**config.mk**
```make
export PLATFORM = sky130hd
export DESIGN_NAME = jtm_transport
export DESIGN_NICKNAME = d
export VERILOG_FILES = /design/src/rtl/jtm_pkg.sv /design/src/rtl/jtm_tx_lane.sv /design/src/rtl/jtm_rx_lane.sv /design/src/rtl/jtm_transport.sv
export SDC_FILE = /design/constraint.sdc
export NUM_CORES = 1
export LEC_CHECK = 0
export BUFFER_PORTS_ARGS = -buffer_cell sky130_fd_sc_hd__buf_2
export CORE_MARGIN = 4
export CORE_UTILIZATION = 40
export DETAILED_ROUTE_END_ITERATION = 8
export GPL_TIMING_DRIVEN = 0
export PLACE_DENSITY = 0.79
export SLEW_MARGIN = 20
export SYNTH_ARGS = -nofsm -noshare
export SYNTH_HDL_FRONTEND = slang
export SYNTH_SLANG_ARGS = --single-unit
```
**constraint.sdc**
```tcl
create_clock -name clk -period 0.88 [get_ports clk]
set_input_delay 0.22 -clock clk [delete_from_list [all_inputs] [get_ports clk]]
set_output_delay 0.22 -clock clk [all_outputs]
set_load 0.005 [all_outputs]
```
**src/rtl/jtm_pkg.sv**
```systemverilog
package jtm_pkg;
   localparam int OCTET_W      = 8;
   localparam int DEF_SMP_W    = 14;
   localparam int DEF_WORD_W   = 16;
   localparam int DEF_LANES    = 2;
   localparam int DEF_FPW      = 2;
endpackage

```
**src/rtl/jtm_tx_lane.sv**
```systemverilog
module jtm_tx_lane
   import jtm_pkg::*;
#(
   parameter int SMP_W  = DEF_SMP_W,
   parameter int WORD_W = DEF_WORD_W,
   parameter int FPW    = DEF_FPW
) (
   input  logic                    clk,
   input  logic                    rst_n,
   input  logic                    vld_i,
   input  logic [FPW*SMP_W-1:0]    smp_i,
   output logic [FPW*WORD_W-1:0]   lane_o
);
   localparam int TAIL_W  = WORD_W - SMP_W;
   localparam int OCT_N   = WORD_W / OCTET_W;
   localparam int LANE_W  = FPW * WORD_W;

   logic [LANE_W-1:0] lane_d;

   for (genvar f = 0; f < FPW; f++) begin : g_frame
      logic [WORD_W-1:0] word;
      // widen: sample in the top bits
      if (TAIL_W == 0) begin : g_notail
         assign word = smp_i[f*SMP_W +: SMP_W];
      end else begin : g_tail
         assign word = {smp_i[f*SMP_W +: SMP_W], {TAIL_W{1'b0}}};
      end
      // octet o is sent o-th; earlier frame sits higher in the lane word
      for (genvar o = 0; o < OCT_N; o++) begin : g_oct
         assign lane_d[(FPW-f)*WORD_W-1-o*OCTET_W -: OCTET_W] =
            word[WORD_W-1-o*OCTET_W -: OCTET_W];
      end
   end

   always_ff @(posedge clk or negedge rst_n) begin
      if (!rst_n)     lane_o <= '0;
      else if (vld_i) lane_o <= lane_d;
   end
endmodule

```
**src/rtl/jtm_rx_lane.sv**
```systemverilog
module jtm_rx_lane
   import jtm_pkg::*;
#(
   parameter int SMP_W  = DEF_SMP_W,
   parameter int WORD_W = DEF_WORD_W,
   parameter int FPW    = DEF_FPW
) (
   input  logic                    clk,
   input  logic                    rst_n,
   input  logic                    vld_i,
   input  logic [FPW*WORD_W-1:0]   lane_i,
   output logic [FPW*SMP_W-1:0]    smp_o
);
   localparam int TAIL_W = WORD_W - SMP_W;
   localparam int OCT_N  = WORD_W / OCTET_W;

   logic [FPW*SMP_W-1:0] smp_d;

   for (genvar f = 0; f < FPW; f++) begin : g_frame
      logic [WORD_W-1:0] word;
      for (genvar o = 0; o < OCT_N; o++) begin : g_oct
         assign word[WORD_W-1-o*OCTET_W -: OCTET_W] =
            lane_i[(FPW-f)*WORD_W-1-o*OCTET_W -: OCTET_W];
      end
      // drop the tail bits
      assign smp_d[f*SMP_W +: SMP_W] = word[WORD_W-1 -: SMP_W];
      if (TAIL_W > 0) begin : g_tail
         logic [TAIL_W-1:0] tail_unused;
         assign tail_unused = word[TAIL_W-1:0];
      end
   end

   always_ff @(posedge clk or negedge rst_n) begin
      if (!rst_n)     smp_o <= '0;
      else if (vld_i) smp_o <= smp_d;
   end
endmodule

```
**src/rtl/jtm_transport.sv**
```systemverilog
module jtm_transport
   import jtm_pkg::*;
#(
   parameter int SMP_W  = DEF_SMP_W,
   parameter int WORD_W = DEF_WORD_W,
   parameter int LANES  = DEF_LANES,
   parameter int FPW    = DEF_FPW
) (
   input  logic                          clk,
   input  logic                          rst_n,
   input  logic                          tx_vld_i,
   input  logic [LANES*FPW*SMP_W-1:0]    tx_smp_i,
   output logic                          tx_vld_o,
   output logic [LANES*FPW*WORD_W-1:0]   tx_lane_o,
   input  logic                          rx_vld_i,
   input  logic [LANES*FPW*WORD_W-1:0]   rx_lane_i,
   output logic                          rx_vld_o,
   output logic [LANES*FPW*SMP_W-1:0]    rx_smp_o
);
   localparam int CONV_SMP_W  = FPW * SMP_W;
   localparam int CONV_LANE_W = FPW * WORD_W;

   if (WORD_W < SMP_W) begin : g_bad_word
      $error("word narrower than sample");
   end
   if (WORD_W % OCTET_W != 0) begin : g_bad_oct
      $error("word width not whole octets");
   end
   if (LANES < 1 || FPW < 1) begin : g_bad_cnt
      $error("lane and frame counts must be positive");
   end

   for (genvar c = 0; c < LANES; c++) begin : g_conv
      jtm_tx_lane #(.SMP_W(SMP_W), .WORD_W(WORD_W), .FPW(FPW)) u_tx (
         .clk    (clk),
         .rst_n  (rst_n),
         .vld_i  (tx_vld_i),
         .smp_i  (tx_smp_i[c*CONV_SMP_W +: CONV_SMP_W]),
         .lane_o (tx_lane_o[c*CONV_LANE_W +: CONV_LANE_W])
      );
      jtm_rx_lane #(.SMP_W(SMP_W), .WORD_W(WORD_W), .FPW(FPW)) u_rx (
         .clk    (clk),
         .rst_n  (rst_n),
         .vld_i  (rx_vld_i),
         .lane_i (rx_lane_i[c*CONV_LANE_W +: CONV_LANE_W]),
         .smp_o  (rx_smp_o[c*CONV_SMP_W +: CONV_SMP_W])
      );
   end

   always_ff @(posedge clk or negedge rst_n) begin
      if (!rst_n) begin
         tx_vld_o <= 1'b0;
         rx_vld_o <= 1'b0;
      end else begin
         tx_vld_o <= tx_vld_i;
         rx_vld_o <= rx_vld_i;
      end
   end
endmodule

```
==> results of run 1 <==
state kept, by name (all words and copies together), names as in the netlist:
name,count
g_conv.u_rx.smp_o,56
g_conv.u_tx.lane_o,56
rx_vld_o,1
tx_vld_o,1
power groups by stage:
stage          clock network (mW)  logic, mW  registers (mW)
2_1_floorplan                   0      0.966            6.16
3_3_place_gp                    0       2.02            6.10
3_5_place_dp                    0       2.09            6.14
4_1_cts                      6.59       2.38            6.05
5_1_grt                      6.83       2.77            6.14
6_report                     6.44       2.56            6.08
how the worst max path moves through the flow:
| stage | slack (ns) | cells past startpoint | end | start |
|---|---|---|---|---|
| after floorplan | -0.02 | 3 | g_conv[0].u_rx.smp_o[0]$_DFFE_PN0P_ | rx_vld_i |
| after global placement | -1.62 | 1 | g_conv[1].u_rx.smp_o[24]$_DFFE_PN0P_ | rst_n |
| after detailed placement | -0.23 | 4 | g_conv[0].u_rx.smp_o[14]$_DFFE_PN0P_ | rx_vld_i |
| after CTS | -0.30 | 1 | rx_smp_o[29] | g_conv[1].u_rx.smp_o[1]$_DFFE_PN0P_ |
| after global routing | -0.32 | 1 | tx_lane_o[43] | g_conv[1].u_tx.lane_o[11]$_DFFE_PN0P_ |
| final | -0.27 | 1 | tx_lane_o[47] | g_conv[1].u_tx.lane_o[15]$_DFFE_PN0P_ |
layout by cell type, fill, tap and decap left out:
cell type	instances
buf_4	33
dfrtp_1	114
buf_16	1
clkbuf_16	17
clkbuf_8	5
buf_6	32
bufinv_16	1
buf_2	230
buf_8	8
dlygate4sd3_1	2
buf_12	2
clkbuf_1	4
conb_1	8
clkinv_2	4
mux2_2	31
mux2_4	81
cell type report:
| cell class | count | area (sq um) |
|---|---|---|
| sequential | 114 | 2850 |
| multi-input combinational | 120 | 1600 |
| timing repair buffer | 288 | 1740 |
| buffer | 20 | 230 |
| clock inverter | 5 | 50.0 |
| fill | 782 | 3880 |
| clock buffer | 26 | 509 |
| tap | 140 | 175 |
through the flow:
stage               utilization  total power [mW]
floorplan                     -              7.13
global placement          0.544              8.12
detailed placement        0.547              8.22
CTS                       0.626              15.0
global route              0.648              15.7
finish                    0.648              15.1
per-layer routing:
| layer | up-vias | part of all wire |
|---|---|---|
| met5 | - | 0 |
| met4 | 0 | 0.021 |
| met3 | 23 | 0.078 |
| met2 | 155 | 0.53 |
| met1 | 1560 | 0.38 |
| li1 | 1475 | - |
cells in the mapped netlist, drive strengths merged:
library cell  instances  area (sq um)
dfrtp               114          2850
buf                  20           183
conb                  1          3.75
mux2                112          1560
kinds of logic after synthesis:
logic type | after synthesis | share of synthesized area
DFF | 114 | 0.620
buffers and inverters | 20 | 0.0397
muxes | 112 | 0.339
other | 1 | 0.000815
timing repair:
| action | CTS | global route |
|---|---|---|
| gates resized for setup | 0 | 32 |
| buffers inserted | 40 | 31 |
| hold endpoints to repair | 41 | 39 |
| setup endpoints to repair | 114 | 152 |
==> results.ini, run 1 <==
[yosys]
syn_area_sq_mm = 0.00460
ys_types = 7
postSynthCellCount = 247
yosysWarnings = 0
synth_seq_area_share = 0.620
synth-seq-cells = 114
avgSynthCellArea_sq_um = 18.6

[critical_path]
cp_num_buf_inv = 1
cp_slowest_cell = dfrtp_1
path_delay_family = flip-flops
reg2reg_depth = 3
worstPathRequired_ns = 0.66
critPathMaxStageDelay_ns = 0.39
cp_max_fo = 2
cp.arrival_ns = 0.93
rr_startpoint = g_conv[1].u_tx.lane_o[15]$_DFFE_PN0P_
crit_type = register to output port
critPathLaunchType = register
r2r_end = g_conv[1].u_tx.lane_o[15]$_DFFE_PN0P_
rrSetupSlack_ns = -0.11
crit_path_cell_trace = buf_2
end_kind = output port

[clock_network]
clock_path_buffers = 2
root_buffer = clkbuf_16
ctsHtreeMaxLevel = 4
cts_tree = done
numCtsBuffers = 17
ctsHoldBuffers = 2
clkSlewWorstSetupHoldPaths_ns = 0.05
cts.sink_count = 114
clkLatencyLatePin_ns = 0.40

[die]
ios = 246
core_area_sq_mm = 0.0110
rows = 38
die_h_microns = 115
die_area_sq_mm = 0.0133
die_w_microns = 115
initial_utilization = 0.417

[timing]
finalClockSkew_ns = 0
holdWs_ns = -0.283
period_share = 1.31
fin_crit_ns = 1.15
report.final.hold_viol_count = 39
slew_viol_final = 0
setup_viol = 132
rsz0062_at_grt = yes
timing.final.ws_setup_ns = -0.274
tns_ns = -29.10
fmax_ghz = 0.866

[outcome]
status = finished with violations
violations = negative hold slack, negative setup slack

[power]
clock_power_share = 0.427
max-vdd-ir-drop_uv = 1890
p_sw_frac = 0.225
power_switching_mw = 3.40
pwr-share-comb = 0.170
p_per_area_mw_per_mm2 = 2110
p_leak_nw = 3.79
seqPwrFrac = 0.403
internal_power_mw = 11.7

[place]
preCtsSetupSlack_ns = -0.235
io_buffers = 229
dpl.cell_count = 624
dpl_cell_area_sq_mm = 0.00603
gp_congestion = 0.744
dp_hpwl_microns = 8290

[drt]
num_vias = 3213
vias_per_cell = 4.51
firstDrtPassIters = 4
routed_wl_microns = 12000
drc = 0
postRouteAntennaNets = 0
drt_iter0_drc = 93
wl_per_cell_microns = 16.8

[job]
drv_cap = 0

[finish]
drive_gt1_frac = 0.777
area.growth.synth_to_final_pct = 55.4
num_antenna_cells = 0
final_cell_count_no_fill = 713
layout.nets = 685
finalInstanceArea_sq_mm = 0.00715

[min_path]
min_path_type = primary input to async pin

[grt]
grt.met1_usage = 0.195
grt_pass1_vias = 3484
antenna_found_initial = 0
grt_overflow = 0
grt_pass1_wl_microns = 17800
grt_max_degree = 76
grt_util_met2 = 0.311
met3_usage = 0.0679
grt_busiest_layer = met2
grtUsageTotal = 0.179

No activity file was read; power rests on OpenSTA's default activity.
==> run 2: changes to the inputs <==
- SETUP_SLACK_MARGIN: not set -> 0.3
- clock period: 0.88 -> 1.45 ns (I/O delays scaled with it)
==> results.ini, run 2 (synthesis results as in run 1) <==
[critical_path]
worstPathRequired_ns = 1.09  ; was 0.66 ns
reg2reg_depth = 3  ; unchanged
end_kind = output port  ; unchanged
r2r_end = g_conv[1].u_tx.lane_o[29]$_DFFE_PN0P_  ; was g_conv[1].u_tx.lane_o[15]$_DFFE_PN0P_
rrSetupSlack_ns = 0.43  ; was -0.11 ns
cp_slowest_cell = dfrtp_1  ; unchanged
cp_num_buf_inv = 1  ; unchanged
rr_startpoint = g_conv[1].u_tx.lane_o[29]$_DFFE_PN0P_  ; was g_conv[1].u_tx.lane_o[15]$_DFFE_PN0P_
worstSetupPathDepth = 1  ; unchanged
cp.arrival_ns = 0.93  ; about the same
path_delay_family = flip-flops  ; unchanged
crit_type = register to output port  ; unchanged
crit_path_cell_trace = buf_2  ; unchanged
cp_max_fo = 2  ; unchanged
critPathLaunchType = register  ; unchanged
critPathMaxStageDelay_ns = 0.40  ; was 0.39 ns

[power]
p_total_mw = 9.11  ; was 15.1 mW
p_leak_nw = 3.75  ; was 3.79 nW
p_per_area_mw_per_mm2 = 1300  ; was 2110 mW/mm^2
max-vdd-ir-drop_uv = 809  ; was 1890 uV

[finish]
drive_gt1_frac = 0.782  ; was 0.777
num_antenna_cells = 0  ; unchanged
final_cell_mix = 230 x buf_2, 114 x dfrtp_1, 80 x mux2_4  ; was 230 x buf_2, 114 x dfrtp_1, 81 x mux2_4
layout.nets = 686  ; was 685
area.growth.synth_to_final_pct = 52.2  ; was 55.4%
layout_commonest_cell = buf_2  ; unchanged
fill_cells = 793  ; was 782
top_regs = g_conv.u_rx.smp_o: 56 flops, g_conv.u_tx.lane_o: 56 flops  ; unchanged
finalInstanceArea_sq_mm = 0.00700  ; was 0.00715 sq mm

[timing]
tightestPinTransition_ns = 0.544
report.final.hold_viol_count = 58  ; was 39
rsz0062_at_grt = yes  ; unchanged
fin_crit_ns = 1.30
slew_viol_final = 0  ; unchanged
slew_headroom = 0.637
holdWs_ns = -0.0909  ; was -0.283 ns
period_share = 0.894
fmax_ghz = 0.772
finalClockSkew_ns = 0  ; unchanged
setup_viol = 0  ; was 132
tns_ns = 0  ; was -29.10 ns

[grt]
grt_pass1_vias = 3480  ; was 3,484
grt_pass1_wl_microns = 17200  ; was 17,800 microns
antenna_found_initial = 0  ; unchanged
grt.met1_usage = 0.194  ; was 0.195
grt_overflow = 0  ; unchanged
met3_usage = 0.0647  ; was 0.0679
grt_max_degree = 60  ; was 76
grtUsageTotal = 0.172  ; was 0.179
grt_busiest_layer = met2  ; unchanged
grt_util_met2 = 0.279  ; was 0.311

[place]
io_buffers = 229  ; unchanged
gp_congestion = 0.791  ; was 0.744
dpl_cell_area_sq_mm = 0.00598  ; was 0.00603 sq mm
dp_hpwl_microns = 8040  ; was 8290 microns

[job]
drv_cap = 0  ; unchanged

[outcome]
status = finished with violations  ; unchanged
violations = negative hold slack  ; was negative hold slack, negative setup slack

[clock_network]
ctsHtreeMaxLevel = 4  ; unchanged
numCtsBuffers = 17  ; unchanged
root_buffer = clkbuf_16  ; unchanged
cts.sink_count = 114  ; unchanged
clkLatencyLatePin_ns = 0.40  ; about the same
clock_path_buffers = 2  ; unchanged
cts_tree = done  ; unchanged
clkSlewWorstSetupHoldPaths_ns = 0.05  ; about the same

[die]
ios = 246  ; unchanged
die_h_microns = 115  ; unchanged
core_area_sq_mm = 0.0110  ; unchanged
die_area_sq_mm = 0.0133  ; unchanged
initial_utilization = 0.417  ; unchanged
rows = 38  ; unchanged
die_w_microns = 115  ; unchanged

[drt]
wl_per_cell_microns = 15.8  ; was 16.8 microns
postRouteAntennaNets = 0  ; unchanged
drc = 0  ; unchanged
routed_wl_microns = 11300  ; was 12,000 microns
vias_per_cell = 4.44  ; was 4.51
firstDrtPassIters = 4  ; unchanged
num_vias = 3169  ; was 3,213
drt_iter0_drc = 133  ; was 93

[min_path]
min_path_type = primary input to async pin  ; unchanged

[run 2: changes by cell type in the layout (fill, tap and decap cells not counted)]
cell           change
buf_8              -8
dlygate4sd3_1      -2
clkbuf_8           +2
mux2_2             +1
buf_12             -2
clkbuf_1           -1
clkinv_2           -1
mux2_4             -1
buf_6             -21
buf_4             +34
[run 2: layout make-up]
class | count | area (sq um) | area share
clock inverter | 4 | 45.0 | 0.00643
clock buffer | 27 | 533 | 0.0761
timing repair buffer | 289 | 1620 | 0.232
tap | 140 | 175 | 0.0250
buffer | 20 | 183 | 0.0261
sequential | 114 | 2850 | 0.407
multi-input combinational | 120 | 1590 | 0.227
[run 2: stage by stage]
| step | hold WS [ns] | setup slack, ns | utilization | std cells |
|---|---|---|---|---|
| finish | -0.0909 | 0.154 | 0.635 | 714 |
| global route | -0.0424 | 0.102 | 0.635 | 714 |
| CTS | -0.0777 | 0.120 | 0.621 | 693 |
| detailed placement | 0.367 | 0.169 | 0.542 | 624 |
| global placement | 0.486 | -1.16 | 0.539 | 623 |
| floorplan | 0.0669 | 0.378 | - | 254 |
[run 2: power breakdown]
part	switching [mW]	internal (mW)	leakage (nW)
registers	0.167	3.51	1.33
logic	0.511	0.961	2.12
clock network	1.32	2.65	0.289
[run 2: timing repair]
action                                  in CTS  in global routing
endpoints found under the setup margin     114                114
buffers inserted                            38                 21
hold endpoints to repair                    58                 58
resized for setup                            0                  0
[run 2: layer usage]
| layer | wire, microns | part of all wire | up-vias |
|---|---|---|---|
| met2 | 5790 | 0.51 | 150 |
| li1 | - | - | 1473 |
| met5 | 0 | 0 | - |
| met3 | 967 | 0.086 | 32 |
| met1 | 4190 | 0.37 | 1514 |
| met4 | 341 | 0.030 | 0 |
[run 2: worst max-delay path by stage]
stage / slack (ns) / to / from
detailed placement: 0.17 / g_conv[1].u_tx.lane_o[2]$_DFFE_PN0P_ / tx_vld_i
finish: 0.15 / tx_lane_o[22] / g_conv[0].u_tx.lane_o[22]$_DFFE_PN0P_
CTS: 0.12 / rx_smp_o[43] / g_conv[1].u_rx.smp_o[15]$_DFFE_PN0P_
global placement: -1.16 / g_conv[0].u_rx.smp_o[3]$_DFFE_PN0P_ / rst_n
global route: 0.10 / rx_smp_o[37] / g_conv[1].u_rx.smp_o[9]$_DFFE_PN0P_
floorplan: 0.38 / g_conv[0].u_rx.smp_o[0]$_DFFE_PN0P_ / rx_vld_i
